$ cat src/rtl/qwt_pkg.sv
package qwt_pkg;
    localparam int CYC_W  = 8;
    localparam int ADDR_W = 32;
    localparam int TAG_W  = 6;

    typedef struct packed {
        logic              wr;
        logic [ADDR_W-1:0] addr;
        logic [TAG_W-1:0]  tag;
    } qwt_req_t;

    typedef struct packed {
        logic             bypass;
        logic [CYC_W-1:0] quota;
        logic [CYC_W-1:0] period;
    } qwt_cfg_t;

    function automatic logic is_open(qwt_cfg_t c);
        return c.bypass || (c.quota >= c.period);
    endfunction
endpackage

$ cat src/rtl/qwt_window.sv
module qwt_window
    import qwt_pkg::*;
(
    input  logic     clk,
    input  logic     rst,
    input  qwt_cfg_t cfg_in,
    output qwt_cfg_t act,
    output logic     last
);
    logic [CYC_W-1:0] cyc;

    always_comb begin
        if (act.period == '0) last = 1'b1;
        else                  last = (cyc == act.period - 1'b1);
    end

    always_ff @(posedge clk) begin
        if (rst) begin
            cyc <= '0;
            act <= cfg_in;
        end else if (last) begin
            cyc <= '0;
            act <= cfg_in;
        end else begin
            cyc <= cyc + 1'b1;
        end
    end
endmodule

$ cat src/rtl/qwt_gate.sv
module qwt_gate
    import qwt_pkg::*;
(
    input  logic             clk,
    input  logic             rst,
    input  qwt_cfg_t         act,
    input  logic             last,
    input  logic             up_valid,
    input  logic             dn_ready,
    output logic             allow,
    output logic             unthr,
    output logic             fire,
    output logic             stall,
    output logic [CYC_W-1:0] used
);
    always_comb begin
        unthr = is_open(act);
        allow = unthr || (used < act.quota);
        fire  = up_valid && dn_ready && allow;
        stall = up_valid && !allow;
    end

    always_ff @(posedge clk) begin
        if (rst || last)          used <= '0;
        else if (fire && !unthr)  used <= used + 1'b1;
    end
endmodule

$ cat src/rtl/qwt_stats.sv
module qwt_stats #(
    parameter int STAT_W = 32
) (
    input  logic              clk,
    input  logic              rst,
    input  logic              fire,
    input  logic              stall,
    output logic [STAT_W-1:0] issued,
    output logic [STAT_W-1:0] stalled
);
    localparam logic [STAT_W-1:0] TOP = {STAT_W{1'b1}};

    always_ff @(posedge clk) begin
        if (rst) begin
            issued  <= '0;
            stalled <= '0;
        end else begin
            if (fire && issued != TOP)   issued  <= issued + 1'b1;
            if (stall && stalled != TOP) stalled <= stalled + 1'b1;
        end
    end
endmodule

$ cat src/rtl/qwt_throttle.sv
module qwt_throttle
    import qwt_pkg::*;
#(
    parameter int STAT_W = 32
) (
    input  logic              clk,
    input  logic              rst,
    input  logic [CYC_W-1:0]  cfg_quota,
    input  logic [CYC_W-1:0]  cfg_period,
    input  logic              cfg_bypass,
    input  logic              up_valid,
    output logic              up_ready,
    input  logic              up_write,
    input  logic [ADDR_W-1:0] up_addr,
    input  logic [TAG_W-1:0]  up_tag,
    output logic              dn_valid,
    input  logic              dn_ready,
    output logic              dn_write,
    output logic [ADDR_W-1:0] dn_addr,
    output logic [TAG_W-1:0]  dn_tag,
    output logic [STAT_W-1:0] stat_issued,
    output logic [STAT_W-1:0] stat_stalled
);
    qwt_cfg_t         cfg_in, act_cfg;
    qwt_req_t         req;
    logic             win_last, gate_allow, gate_unthr, gate_fire, gate_stall;
    logic [CYC_W-1:0] gate_used;

    assign cfg_in = '{bypass: cfg_bypass, quota: cfg_quota, period: cfg_period};
    assign req    = '{wr: up_write, addr: up_addr, tag: up_tag};

    qwt_window u_window (
        .clk(clk), .rst(rst), .cfg_in(cfg_in), .act(act_cfg), .last(win_last)
    );

    qwt_gate u_gate (
        .clk(clk), .rst(rst), .act(act_cfg), .last(win_last),
        .up_valid(up_valid), .dn_ready(dn_ready), .allow(gate_allow),
        .unthr(gate_unthr), .fire(gate_fire), .stall(gate_stall), .used(gate_used)
    );

    qwt_stats #(.STAT_W(STAT_W)) u_stats (
        .clk(clk), .rst(rst), .fire(gate_fire), .stall(gate_stall),
        .issued(stat_issued), .stalled(stat_stalled)
    );

    assign up_ready = dn_ready && gate_allow;
    assign dn_valid = up_valid && gate_allow;
    assign dn_write = req.wr;
    assign dn_addr  = req.addr;
    assign dn_tag   = req.tag;
endmodule

$ cat config.mk
export PLATFORM = sky130hd
export DESIGN_NAME = qwt_throttle
export DESIGN_NICKNAME = d
export VERILOG_FILES = /design/src/rtl/qwt_pkg.sv /design/src/rtl/qwt_window.sv /design/src/rtl/qwt_gate.sv /design/src/rtl/qwt_stats.sv /design/src/rtl/qwt_throttle.sv
export SDC_FILE = /design/constraint.sdc
export NUM_CORES = 1
export LEC_CHECK = 0
export ABC_AREA = 1
export BUFFER_PORTS_ARGS = -buffer_cell sky130_fd_sc_hd__buf_2
export CAP_MARGIN = 40
export CORE_MARGIN = 4
export CORE_UTILIZATION = 34
export DETAILED_ROUTE_END_ITERATION = 6
export PLACE_DENSITY = 0.56
export SETUP_SLACK_MARGIN = 0.05
export SLEW_MARGIN = 10
export SYNTH_ARGS = -nofsm -noshare
export SYNTH_HDL_FRONTEND = slang
export SYNTH_SLANG_ARGS = --single-unit
$ cat constraint.sdc
create_clock -name clk -period 2.1 [get_ports clk]
set_clock_uncertainty 0.05 [all_clocks]
set_input_delay 0.105 -clock clk [delete_from_list [all_inputs] [get_ports clk]]
set_output_delay 0.105 -clock clk [all_outputs]
set_load 0.01 [all_outputs]
Word-level counts from Yosys, hierarchy flattened
Cells that the tools add are included.
{"block": "totals", "input_bits": 60, "ff_bits": 97, "elab_cells": 36, "output_inout_bits": 105}
{"block": "op_classes", "n_eq_ne": 3, "magnitude_cmp": 2, "muxes": 3, "n_reduce_logical": 16, "addsub": 5}
{"operator": "$add 32x1->32 const B", "n": 2}
{"operator": "$ne 32x32->1 const B", "n": 2}
{"operator": "$mux 17", "n": 2}
{"operator": "$add 8x1->8 const B", "n": 2}
{"operator": "$eq 8x8->1", "n": 1}
{"operator": "$ge 8x8->1", "n": 1}
{"operator": "$logic_and 1x1->1", "n": 8}
{"operator": "$logic_not 8->1", "n": 1}
{"operator": "$lt 8x8->1", "n": 1}
{"operator": "$sub 8x1->8 const B", "n": 1}
{"operator": "$logic_or 1x1->1", "n": 3}
{"operator": "$logic_not 1->1", "n": 2}
{"operator": "$reduce_bool 2->1", "n": 1}
{"operator": "$reduce_or 2->1", "n": 1}
{"operator": "$mux 1", "n": 1}

Logic depth before layout (Yosys ltp)
Gate-level depths: netlist of run 1.
{"block": "logic_depth", "ltp_word": 6, "depth_mapped": 14, "depth_no_buf": 13}

Hierarchy
Synthesis of run 1 repeated with hierarchy kept, for this count alone.
{"block": "unflattened", "cells_unflattened": 922, "hier_area_um2": 6222.2}
{"module": "qwt_stats", "seq_area_each_um2": 1281.2, "area_each_um2": 3857.4, "n_inst": 1, "cells_each": 620}
{"module": "qwt_window", "seq_area_each_um2": 670.6, "area_each_um2": 1172.4, "n_inst": 1, "cells_each": 128}
{"module": "qwt_gate", "seq_area_each_um2": 160.2, "area_each_um2": 884.6, "n_inst": 1, "cells_each": 131}
{"module": "qwt_throttle", "seq_area_each_um2": 0.0, "area_each_um2": 307.8, "n_inst": 1, "cells_each": 43}

Worst setup path before layout of run 1
No wires, ideal clock.
{"block": "synth_timing", "path_kind": "register -> register", "from": "register u_window.act[0] (netlist name)", "to": "register u_window.act[0] (netlist name)", "slack_ns": -0.159, "setup_ns": 0.353, "t_arrival_ns": 1.856, "t_required_ns": 1.697, "path_stages_with_launch": 14, "n_path_buf": 1, "period_less_slack_ns": 2.259, "path_cell_list": "edfxtp_1 > inv_1 > ha_1 > nand2_1 > nor2_1 > inv_1 > nand2_1 > nand2_1 > nor2_1 > nand2_1 > nor2_1 > nand2_1 > nand3_1 > buf_2"}
{"block": "synth_via", "elab_chain_cells": 4, "elab_cells_between_ends": 5, "cone_classes": "1 x add/sub; 1 x eq/ne; 1 x mux; 2 x reduce/logical"}
{"element": "$sub 8x1->8", "line": "qwt_window.sv:14", "text": "else last = (cyc == act.period - 1'b1);"}
{"element": "$eq 8x8->1", "line": "qwt_window.sv:14"}
{"element": "$mux 1 *", "line": "qwt_window.sv:13", "text": "if (act.period == '0) last = 1'b1;"}
{"element": "$reduce_bool 2->1 (no line) *"}
Every way passes the cells marked *; elsewhere a longest branch is shown, timed or not.
A chain may end at the register's enable or synchronous reset.

Worst setup path after layout of run 1
{"block": "layout_timing", "from": "register u_window.act[13] (netlist name)", "to": "register u_stats.stalled[30]"}
{"block": "layout_via", "elab_chain_cells": 6, "elab_cells_between_ends": 7, "cone_classes": "2 x order compare; 5 x reduce/logical"}
{"element": "$ge 8x8->1", "line": "qwt_pkg.sv:19", "text": "return c.bypass || (c.quota >= c.period);"}
{"element": "$logic_or 1x1->1", "line": "qwt_pkg.sv:19"}
{"element": "$logic_or 1x1->1 *", "line": "qwt_gate.sv:18", "text": "allow = unthr || (used < act.quota);"}
{"element": "$logic_not 1->1 *", "line": "qwt_gate.sv:20", "text": "stall = up_valid && !allow;"}
{"element": "$logic_and 1x1->1 *", "line": "qwt_gate.sv:20"}
{"element": "$logic_and 1x1->1 *", "line": "qwt_stats.sv:19", "text": "if (stall && stalled != TOP) stalled <= stalled + 1'b1;"}
{"element": "end signal, assigned", "line": "qwt_stats.sv:19"}
{"element": "end, declared", "line": "qwt_stats.sv:9", "text": "output logic [STAT_W-1:0] stalled"}
Marks and branches as above.

==> results of run 1 <==
power breakdown:
part / total (mW) / internal [mW] / leakage, nW / switching [mW]
combinational: 0.378 / 0.170 / 2.54 / 0.208
clock: 1.67 / 0.889 / 0.142 / 0.778
sequential: 1.95 / 1.92 / 0.812 / 0.0242
metal layers:
metal | share of wire [%] | wire, um | up-vias
li1 | - | - | 3315
met1 | 45 | 8690 | 2989
met2 | 48 | 9290 | 179
met3 | 6.0 | 1160 | 21
met4 | 1.1 | 219 | 0
met5 | 0 | 0 | -
final timing paths:
kind                              startpoint                                to  cells after the start
setup / recovery  u_window.act[13]$_DFFE_PP_  u_stats.stalled[30]$_SDFFE_PP0P_                     10
setup reg to reg  u_window.act[13]$_DFFE_PP_  u_stats.stalled[30]$_SDFFE_PP0P_                     10
hold / removal                           rst    u_stats.issued[0]$_SDFFE_PP0P_                      4
hold reg to reg   u_window.cyc[0]$_SDFF_PP0_        u_window.cyc[0]$_SDFF_PP0_                      1
cells in the mapped netlist, types with 3 or more instances:
cell      count  area share (%)
a21oi_1      75             5.8
nand4_1      47             4.5
xnor2_1      20             2.7
nand2_1     292              17
nor2_1      123             7.1
nand3_2       5            0.77
nand2_2       6            0.58
dfxtp_1      80              25
buf_4        44             5.1
nor2_4        3            0.52
nand3_1      50             3.9
edfxtp_1     17             7.9
nor3_1        9            0.70
clkbuf_1     13            0.75
nor2_2        6            0.58
buf_2         9            0.70
inv_1        62             3.6
ha_1         21             4.1
o21ai_0       4            0.31
xor2_1       34             4.6
nand3b_1     21             2.4
buf_1         3            0.17
buf_6         3            0.52
flip-flops by register name (all words and copies together) (netlist names):
signal	cells
u_stats.stalled	32
u_gate.used	8
u_stats.issued	32
u_window.act	17
u_window.cyc	8
critical path, delay by kind of cell, from the launching register on:
kind,cells,cell delay (ns)
flops,1,0.39
buf+inv,2,0.39
compound gates,2,0.35
fa+ha+maj,1,0.28
simple gates,5,0.60
stage by stage:
stage / std cells / TNS, ns / hold WS [ns]
3_5_place_dp: 1268 / -0.00672 / 0.160
6_report: 1314 / -0.108 / 0.153
5_1_grt: 1314 / -7.24 / 0.160
4_1_cts: 1306 / -0.0114 / 0.160
3_3_place_gp: 1268 / 0 / 0.160
2_1_floorplan: 953 / 0 / 0.154
cell type report:
| class | count | area (sq um) | share of cell area (%) |
|---|---|---|---|
| clock buffer | 12 | 258 | 3.03 |
| clock inverter | 4 | 35.0 | 0.411 |
| inverter | 63 | 236 | 2.78 |
| multi-input combinational | 722 | 4160 | 48.9 |
| sequential | 97 | 2110 | 24.8 |
| tap | 234 | 293 | 3.44 |
| timing repair buffer | 182 | 1420 | 16.6 |
logic make-up after synthesis:
kind of cell	count (synthesis)	synth area share (%)
adder cells (fa/ha/maj)	21	4.06
flip-flops	97	32.7
XOR/XNOR	54	7.32
AO/OA/AOI/OAI	81	6.35
AND/OR/NAND/NOR	565	38.7
buffers and inverters	135	10.9
repair_timing:
action	in CTS	in global routing
hold endpoints to repair	17	0
buffers inserted	3	2
gates cloned	2	7
hold buffers	17	0
endpoints found under the setup margin	61	98
gates resized for setup	55	77
pin swaps	28	42
==> impl_metrics.json, run 1 <==
{
  "critical_path.endpoint_type": "register",
  "antenna_found_initial": 0,
  "use_met1_pct": 22.3,
  "wl_um": 19400,
  "period_minus_slack_ns": 2.13,
  "dpl_cell_area_sq_um": 7310,
  "grt_overflow": 0,
  "setup_ws_ns": -0.0336,
  "rsz0062_at_grt": "yes",
  "ys.flop_type": "dfxtp_1",
  "critical_path.slowest_cell": "edfxtp_1",
  "vdd_drop_max_mv": 0.339,
  "drt-initial-drc-count": 341,
  "vias": 6504,
  "die_x_um": 146,
  "grt.met2_usage_pct": 29.2,
  "pin_count": 165,
  "cellLeakagePower_nw": 3.49,
  "route.detailed.drc": 0,
  "viasPerCell": 4.95,
  "start_util_pct": 34.6,
  "grt_usage_pct": 17.3,
  "row_count": 50,
  "finalHoldViolCount": 0,
  "diodes": 0,
  "numCtsBuffers": 9,
  "worstHoldPathType": "input port to register",
  "drv_slew": 0,
  "wl_per_cell_um": 14.7,
  "antenna_left": 0,
  "port_buffers": 86,
  "hpwl_um": 13300,
  "drive_above_1_share_pct": 27.8,
  "cts_num_sinks": 97,
  "yosysWarnings": 0,
  "cts_tree": "built",
  "outcome": "finished with violations",
  "ys_ff_latch": 97,
  "fin_area_sq_um": 8510,
  "grt_pass1_wl_um": 30500,
  "slowest_delay_ns": 0.39,
  "synth_nets": 1034,
  "clkSlewWorstSetupHoldPaths_ns": 0.08,
  "syn_area_sq_um": 6460,
  "period_share_pct": 102,
  "postSynthAreaPerCell_sq_um": 6.78,
  "cp_data_arrival_time_ns": 2.37,
  "cap_violations": 0,
  "die-area_sq_um": 21300,
  "first_global_vias": 5986,
  "grt_max_degree": 60,
  "power.total_mw": 3.99,
  "firstDrtPassIters": 6,
  "worstPathRequired_ns": 2.33,
  "synth.distinct_cells": 29,
  "cts-root-buf": "clkbuf_16",
  "critPathLaunchType": "register",
  "final_common_cell": "nand2_1",
  "pre_cts_slack_ns": -0.00672,
  "fill_cells": 1912,
  "maxSlewHeadroom_pct": 40.9,
  "finalSetupViolCount": 8,
  "area_delta_synth_final_pct": 31.7,
  "htreeDepth": 3,
  "nets": 1156,
  "die_h_um": 146,
  "crit_top_cell": "nand4_1",
  "ys_seq_area_share_pct": 32.7,
  "clock_latency_ns": 0.36,
  "violations": "setup timing",
  "r2r_setup_slack_ns": -0.03,
  "clockBufferDepth": 2,
  "fin_util_pct": 45.5,
  "worst_slew_pin_slew_ns": 0.887,
  "synth-edff-count": 17,
  "core_sq_um": 18700,
  "synthCells": 953,
  "gp_congestion": 0.900,
  "synthArstFlopShare_pct": 0,
  "cp_cell_sequence": "buf_4 > ha_1 > nand4_1 > nand4_1 > a21oi_4 > nand2_4 > nor2_4 > clkbuf_16 > nand3_2 > a21oi_1",
  "power.density_nw_per_um2": 469,
  "final_cell_mix": "nand2_1 (268), nor2_1 (120), buf_2 (85), dfxtp_1 (80), buf_4 (60)",
  "grt_most_used_layer": "met2",
  "cp_max_fo": 8,
  "met3_usage_pct": 3.92,
  "crit_type": "register to register",
  "timing.fmax_mhz": 469
}
No activity file was read; power rests on OpenSTA's default activity.
==> run 2: changes to the inputs <==
--- a/config.mk
+++ b/config.mk
@@ -11,7 +11,7 @@
 export CORE_MARGIN = 4
 export CORE_UTILIZATION = 34
 export DETAILED_ROUTE_END_ITERATION = 6
-export PLACE_DENSITY = 0.56
+export PLACE_DENSITY = 0.54
 export SETUP_SLACK_MARGIN = 0.05
 export SLEW_MARGIN = 10
 export SYNTH_ARGS = -nofsm -noshare
==> constraint.sdc (replaced) <==
create_clock -name clk -period 2 [get_ports clk]
set_clock_uncertainty 0.05 [all_clocks]
set_input_delay 0.1 -clock clk [delete_from_list [all_inputs] [get_ports clk]]
set_output_delay 0.1 -clock clk [all_outputs]
set_load 0.01 [all_outputs]
==> run 2 against run 1 <==
- the run still ends with setup timing left
- final area grew 0.40%
- sequential share of layout area fell by 0.098 points
- routed wire length increased by 0.29%
- non-clock buffer count rose by 16
- via count grew 0.43%
- sequential power rose by 5%
- clock power grew 7%
- maximum frequency fell by 2.8%
- global-route usage up 0.15 points
- register-to-register slack got worse by 0.16 ns
- setup slack worse by 0.16 ns
- final cell count is 1.2% higher
- highest routed layer unchanged
==> impl_metrics.json, run 2 (synthesized netlist as in run 1, its figures left out) <==
{
  "outcome": "finished with violations",
  "violations": "setup timing",
  "critPathLaunchType": "register",
  "drt-initial-drc-count": 404,
  "finalHoldViolCount": 0,
  "die_h_um": 146,
  "first_global_vias": 6230,
  "regArea_sq_um": 2110,
  "crit_type": "register to register",
  "final_cell_mix": "nand2_1 (284), nor2_1 (117), buf_2 (85), dfxtp_1 (80), buf_4 (72)",
  "cellLeakagePower_nw": 3.48,
  "fill_cells": 1897,
  "cts_num_sinks": 97,
  "power.total_mw": 4.28,
  "p_int_mw": 3.26,
  "holdCritStartpoint": "up_addr[0]",
  "area_delta_synth_final_pct": 32.2,
  "route.detailed.drc": 0,
  "clockBufferDepth": 2,
  "cap_violations": 0,
  "die-area_sq_um": 21300,
  "grt_overflow": 0,
  "row_count": 50,
  "die_x_um": 146,
  "worstHoldPathType": "input port to output pin",
  "nets": 1172,
  "period_share_pct": 110,
  "clock_latency_ns": 0.35,
  "diodes": 0,
  "cts_tree": "built",
  "cts-root-buf": "clkbuf_16",
  "cp_data_arrival_time_ns": 2.43,
  "htreeDepth": 3,
  "drive_above_1_share_pct": 25.9,
  "drv_slew": 0,
  "vdd_drop_max_mv": 0.408,
  "period_minus_slack_ns": 2.19,
  "fin_util_pct": 45.7,
  "r2r_setup_slack_ns": -0.19,
  "antenna_left": 0,
  "timing.fmax_mhz": 456,
  "wl_per_cell_um": 14.6,
  "switching_share_pct": 23.7,
  "clkPwrFrac_pct": 41.9,
  "rsz0062_at_grt": "yes",
  "multi_input_area_sq_um": 4040,
  "grt_pass1_wl_um": 31200,
  "cp_cell_sequence": "buf_6 > ha_4 > nand4_1 > nand4_1 > a21oi_4 > buf_6 > nand2_8 > nor2_4 > clkbuf_16 > nand3_2 > a21oi_2",
  "power.density_nw_per_um2": 500,
  "finalSetupViolCount": 95,
  "antenna_found_initial": 0,
  "port_buffers": 86,
  "grt_max_degree": 60,
  "setup_ws_ns": -0.194,
  "reg2reg_depth": 11,
  "slowest_delay_ns": 0.42,
  "grt_usage_pct": 17.5,
  "hpwl_um": 13700,
  "critical_path.slowest_cell": "edfxtp_1",
  "final_common_cell": "nand2_1",
  "combPwrFrac_pct": 10.3,
  "worst_r2r_endpoint": "u_stats.stalled[20]$_SDFFE_PP0P_",
  "core_sq_um": 18700,
  "min_delay_path_depth": 0,
  "pin_count": 165,
  "critical_path.endpoint_type": "register",
  "numCtsBuffers": 9,
  "worstPathRequired_ns": 2.24,
  "r2r_start": "u_window.act[13]$_DFFE_PP_",
  "vias": 6532,
  "cp_max_fo": 8,
  "holdPathEnd": "dn_addr[0]",
  "pwr-share-seq_pct": 47.8,
  "wl_um": 19400,
  "maxSlewHeadroom_pct": 52.8,
  "largest_registers": "u_stats.issued x32, u_stats.stalled x32, u_window.act x17",
  "switchingPower_mw": 1.02,
  "clkSlewWorstSetupHoldPaths_ns": 0.07,
  "firstDrtPassIters": 4,
  "worst_slew_pin_slew_ns": 0.708,
  "start_util_pct": 34.6,
  "gp_congestion": 0.889,
  "viasPerCell": 4.91
}
==> run 2: cell count changes in the layout (fill, tap and decap cells not counted), moves of 6 or more <==
cell     delta
a21oi_2    -18
a21oi_1    +18
nand3_2     -9
buf_4      +12
ha_1        -6
nand3_1     +8
ha_4        +6
nand2_1    +16
nand2_4    -17
==> run 2: power groups by stage <==
stage | combinational, mW | sequential, mW | clock, mW
2_1_floorplan | 0.260 | 2.08 | 0
3_3_place_gp | 0.309 | 2.09 | 0
3_5_place_dp | 0.311 | 2.09 | 0
4_1_cts | 0.380 | 2.04 | 1.85
5_1_grt | 0.485 | 2.05 | 1.93
6_report | 0.439 | 2.05 | 1.79
==> run 2: critical path: cells and delay by family, from the launching register on <==
| family | cells | cell delay (ns) |
|---|---|---|
| and+or+nand+nor | 5 | 0.61 |
| DFF | 1 | 0.42 |
| adders and majority gates | 1 | 0.20 |
| buffers and inverters | 3 | 0.52 |
| AOI/OAI and AO/OA | 2 | 0.31 |
==> run 2: cell type report <==
class / count / share of cell area (%)
Clock buffer: 15 / 3.51
Clock inverter: 1 / 0.0585
Inverter: 63 / 2.80
Multi-Input combinational cell: 722 / 47.3
Sequential cell: 97 / 24.7
Tap cell: 234 / 3.43
Timing Repair Buffer: 198 / 18.2
==> run 2: timing repair <==
action,in CTS,in global routing
resized for setup,27,67
hold buffers,17,0
hold endpoints to repair,17,0
setup buffers,6,3
gates cloned,1,6
endpoints found under the setup margin,95,99
pin swaps,5,26
==> run 2: worst max path at each step <==
stage                               start                          endpoint  slack (ns)  cells after the start
3_5_place_dp    u_window.act[1]$_DFFE_PP_       u_gate.used[2]$_SDFFE_PP0P_       -0.17                     13
5_1_grt        u_window.act[14]$_DFFE_PP_                          up_ready       -0.32                      9
3_3_place_gp    u_window.act[1]$_DFFE_PP_       u_gate.used[2]$_SDFFE_PP0P_       -0.11                     13
2_1_floorplan   u_window.act[0]$_DFFE_PP_         u_window.act[0]$_DFFE_PP_        0.06                     13
4_1_cts         u_window.act[9]$_DFFE_PP_   u_stats.stalled[5]$_SDFFE_PP0P_       -0.14                     12
6_report       u_window.act[13]$_DFFE_PP_  u_stats.stalled[20]$_SDFFE_PP0P_       -0.19                     11
==> run 2: per-layer routing <==
layer | wire length, um | up-vias | global-route usage, % | share of wire [%]
met2 | 9170 | 157 | 29.1 | 47
met1 | 8980 | 3014 | 23.2 | 46
met3 | 976 | 20 | 3.05 | 5.0
met5 | 0 | - | 0 | 0
li1 | - | 3341 | - | -
met4 | 286 | 0 | 5.41 | 1.5
==> run 2: through the flow <==
| step | std cells | TNS [ns] | setup slack, ns | area [sq um] | hold slack, ns |
|---|---|---|---|---|---|
| 6_report | 1330 | -10.78 | -0.194 | 8550 | 0.150 |
| 5_1_grt | 1330 | -24.79 | -0.319 | 8550 | 0.150 |
| 4_1_cts | 1321 | -7.42 | -0.139 | 8090 | 0.141 |
| 3_5_place_dp | 1281 | -7.78 | -0.172 | 7440 | 0.150 |
| 3_3_place_gp | 1281 | -3.20 | -0.111 | 7440 | 0.150 |
| 2_1_floorplan | 953 | 0 | 0.0557 | 6500 | 0.149 |
==> run 3: changes to the inputs <==
--- a/config.mk
+++ b/config.mk
@@ -11,6 +11,7 @@
 export CORE_MARGIN = 4
 export CORE_UTILIZATION = 34
 export DETAILED_ROUTE_END_ITERATION = 6
+export GPL_TIMING_DRIVEN = 0
 export PLACE_DENSITY = 0.54
 export SETUP_SLACK_MARGIN = 0.05
 export SLEW_MARGIN = 10
==> run 3 against run 2 <==
- the run still ends with setup timing left
- clock-buffer cell count is 3 lower
- maximum frequency is 2.2% higher
- setup slack better by 0.047 ns
- largest power group unchanged
- highest routed layer unchanged
==> impl_metrics.json, run 3 (synthesized netlist as in run 1, its figures left out) <==
{
  "outcome": "finished with violations",
  "violations": "setup timing",
  "die-area_sq_um": 21300,
  "viasPerCell": 4.91,
  "antenna_found_initial": 0,
  "grt_max_degree": 15,
  "diodes": 0,
  "reg2reg_depth": 14,
  "worstHoldPathType": "input port to register",
  "clockBufferDepth": 2,
  "worstPathRequired_ns": 2.17,
  "cts-root-buf": "clkbuf_16",
  "final_cell_mix": "nand2_1 (277), buf_2 (124), nor2_1 (112), dfxtp_1 (76), buf_4 (58)",
  "nets": 1227,
  "maxSlewHeadroom_pct": 44.4,
  "row_count": 50,
  "numCtsBuffers": 9,
  "worst_slew_pin_slew_ns": 0.834,
  "grt_pass1_wl_um": 32100,
  "power.density_nw_per_um2": 478,
  "firstDrtPassIters": 5,
  "first_global_vias": 6253,
  "finalHoldViolCount": 0,
  "drive_above_1_share_pct": 30.1,
  "clkSlewWorstSetupHoldPaths_ns": 0.07,
  "largest_registers": "u_stats.issued x32, u_stats.stalled x32, u_window.act x17",
  "rsz0062_at_grt": "yes",
  "timing.fmax_mhz": 466,
  "start_util_pct": 34.6,
  "min_delay_path_depth": 5,
  "final_cells": 1385,
  "setup_ws_ns": -0.147,
  "cellLeakagePower_nw": 3.63,
  "hpwl_um": 14700,
  "antenna_left": 0,
  "r2r_start": "u_window.act[1]$_DFFE_PP_",
  "cp_max_fo": 8,
  "critPathTopFamily": "buffers and inverters",
  "cts_tree": "built",
  "power.total_mw": 4.20,
  "wl_um": 20500,
  "place_inst": 1311,
  "wl_per_cell_um": 14.8,
  "holdPathEnd": "u_stats.stalled[1]$_SDFFE_PP0P_",
  "gp_congestion": 0.896,
  "route.detailed.drc": 0,
  "drt-initial-drc-count": 377,
  "worst_r2r_endpoint": "u_stats.stalled[23]$_SDFFE_PP0P_",
  "slowest_delay_ns": 0.41,
  "cap_violations": 0,
  "vias": 6795,
  "tns_ns": -8.33,
  "grt_overflow": 0,
  "die_h_um": 146,
  "r2r_setup_slack_ns": -0.15,
  "critical_path.slowest_cell": "edfxtp_1",
  "cp_num_buf_inv": 5,
  "crit_type": "register to register",
  "critical_path.endpoint_type": "register",
  "finalSetupViolCount": 96,
  "cts_num_sinks": 97,
  "final_common_cell": "nand2_1",
  "drv_slew": 0,
  "holdCritStartpoint": "up_valid",
  "whs_ns": 0.245,
  "core_sq_um": 18700,
  "cp_data_arrival_time_ns": 2.32,
  "pin_count": 165,
  "critPathLaunchType": "register",
  "port_buffers": 124,
  "period_minus_slack_ns": 2.15,
  "period_share_pct": 107,
  "clock_latency_ns": 0.35,
  "cp_cell_sequence": "inv_2 > ha_1 > nand2_1 > nand3_2 > nand2_2 > nand2_2 > a21oi_4 > buf_6 > buf_4 > nand4_4 > buf_12 > buf_16 > nand2_1 > a21oi_2",
  "die_x_um": 146,
  "htreeDepth": 3,
  "area_delta_synth_final_pct": 36.1,
  "grt_usage_pct": 18.3,
  "vdd_drop_max_mv": 0.379
}
run 3: cell count changes in the layout (fill, tap and decap cells not counted), sizes merged:
| cell | before | now |
|---|---|---|
| clkinvlp | 0 | 1 |
| buf | 177 | 222 |
| clkinv | 1 | 3 |
| clkbuf | 19 | 26 |
run 3: routing by layer:
metal / GRT usage [%] / share of wire, % / vias up
met1: 24.7 / 46 / 3143
met5: 0 / 0 / -
met3: 2.99 / 5.2 / 25
li1: - / - / 3445
met2: 29.6 / 46 / 182
met4: 6.74 / 2.3 / 0
run 3: worst reg2reg max path, delay by kind of cell, from the launching register on:
kind / cells / cell delay (ns)
compound gates: 2 / 0.21
flops: 1 / 0.41
fa+ha+maj: 1 / 0.25
buf+inv: 5 / 0.67
simple gates: 6 / 0.42
run 3: how the worst max path moves through the flow:
stage	start	end	slack (ns)	depth (start not counted)
6_report	u_window.act[1]$_DFFE_PP_	u_stats.stalled[23]$_SDFFE_PP0P_	-0.15	14
5_1_grt	u_window.act[1]$_DFFE_PP_	u_stats.stalled[26]$_SDFFE_PP0P_	-0.28	14
4_1_cts	u_window.act[1]$_DFFE_PP_	u_stats.stalled[30]$_SDFFE_PP0P_	-0.17	14
3_5_place_dp	u_window.act[1]$_DFFE_PP_	u_stats.stalled[23]$_SDFFE_PP0P_	-0.38	12
3_3_place_gp	u_window.act[1]$_DFFE_PP_	u_stats.stalled[28]$_SDFFE_PP0P_	-0.35	12
2_1_floorplan	u_window.act[0]$_DFFE_PP_	u_window.act[0]$_DFFE_PP_	0.06	13
run 3: power breakdown:
| part | total (mW) | internal [mW] | switching, mW |
|---|---|---|---|
| registers | 2.05 | 2.02 | 0.0316 |
| clock network | 1.62 | 0.837 | 0.781 |
| logic | 0.534 | 0.269 | 0.266 |
| total | 4.20 | 3.12 | 1.08 |
run 3: what timing repair did:
action / in CTS / in global routing
gates cloned: 9 / 1
hold buffers: 17 / 0
endpoints found under the hold margin: 17 / 0
pin swaps: 23 / 29
setup buffers: 23 / 10
gates resized for setup: 82 / 69
setup endpoints to repair: 98 / 99
run 3: stage by stage:
| stage | utilization (%) | cell area [sq um] | setup WS (ns) |
|---|---|---|---|
| final | 47.0 | 8800 | -0.147 |
| after detailed placement | 39.6 | 7410 | -0.380 |
| after CTS | 45.3 | 8470 | -0.173 |
| after floorplan | - | 6500 | 0.0557 |
| after global placement | 39.6 | 7410 | -0.347 |
| after global routing | 47.0 | 8800 | -0.279 |
run 3: cell type report:
class / instances / area (sq um)
inverters: 63 / 239
clock buffers: 12 / 236
clock inverters: 4 / 20.0
flip-flops and latches: 97 / 2120
multi-input cells: 722 / 4040
fillers: 1916 / 9910
plain buffers: 72 / 571
repair buffers: 181 / 1280
well taps: 234 / 293
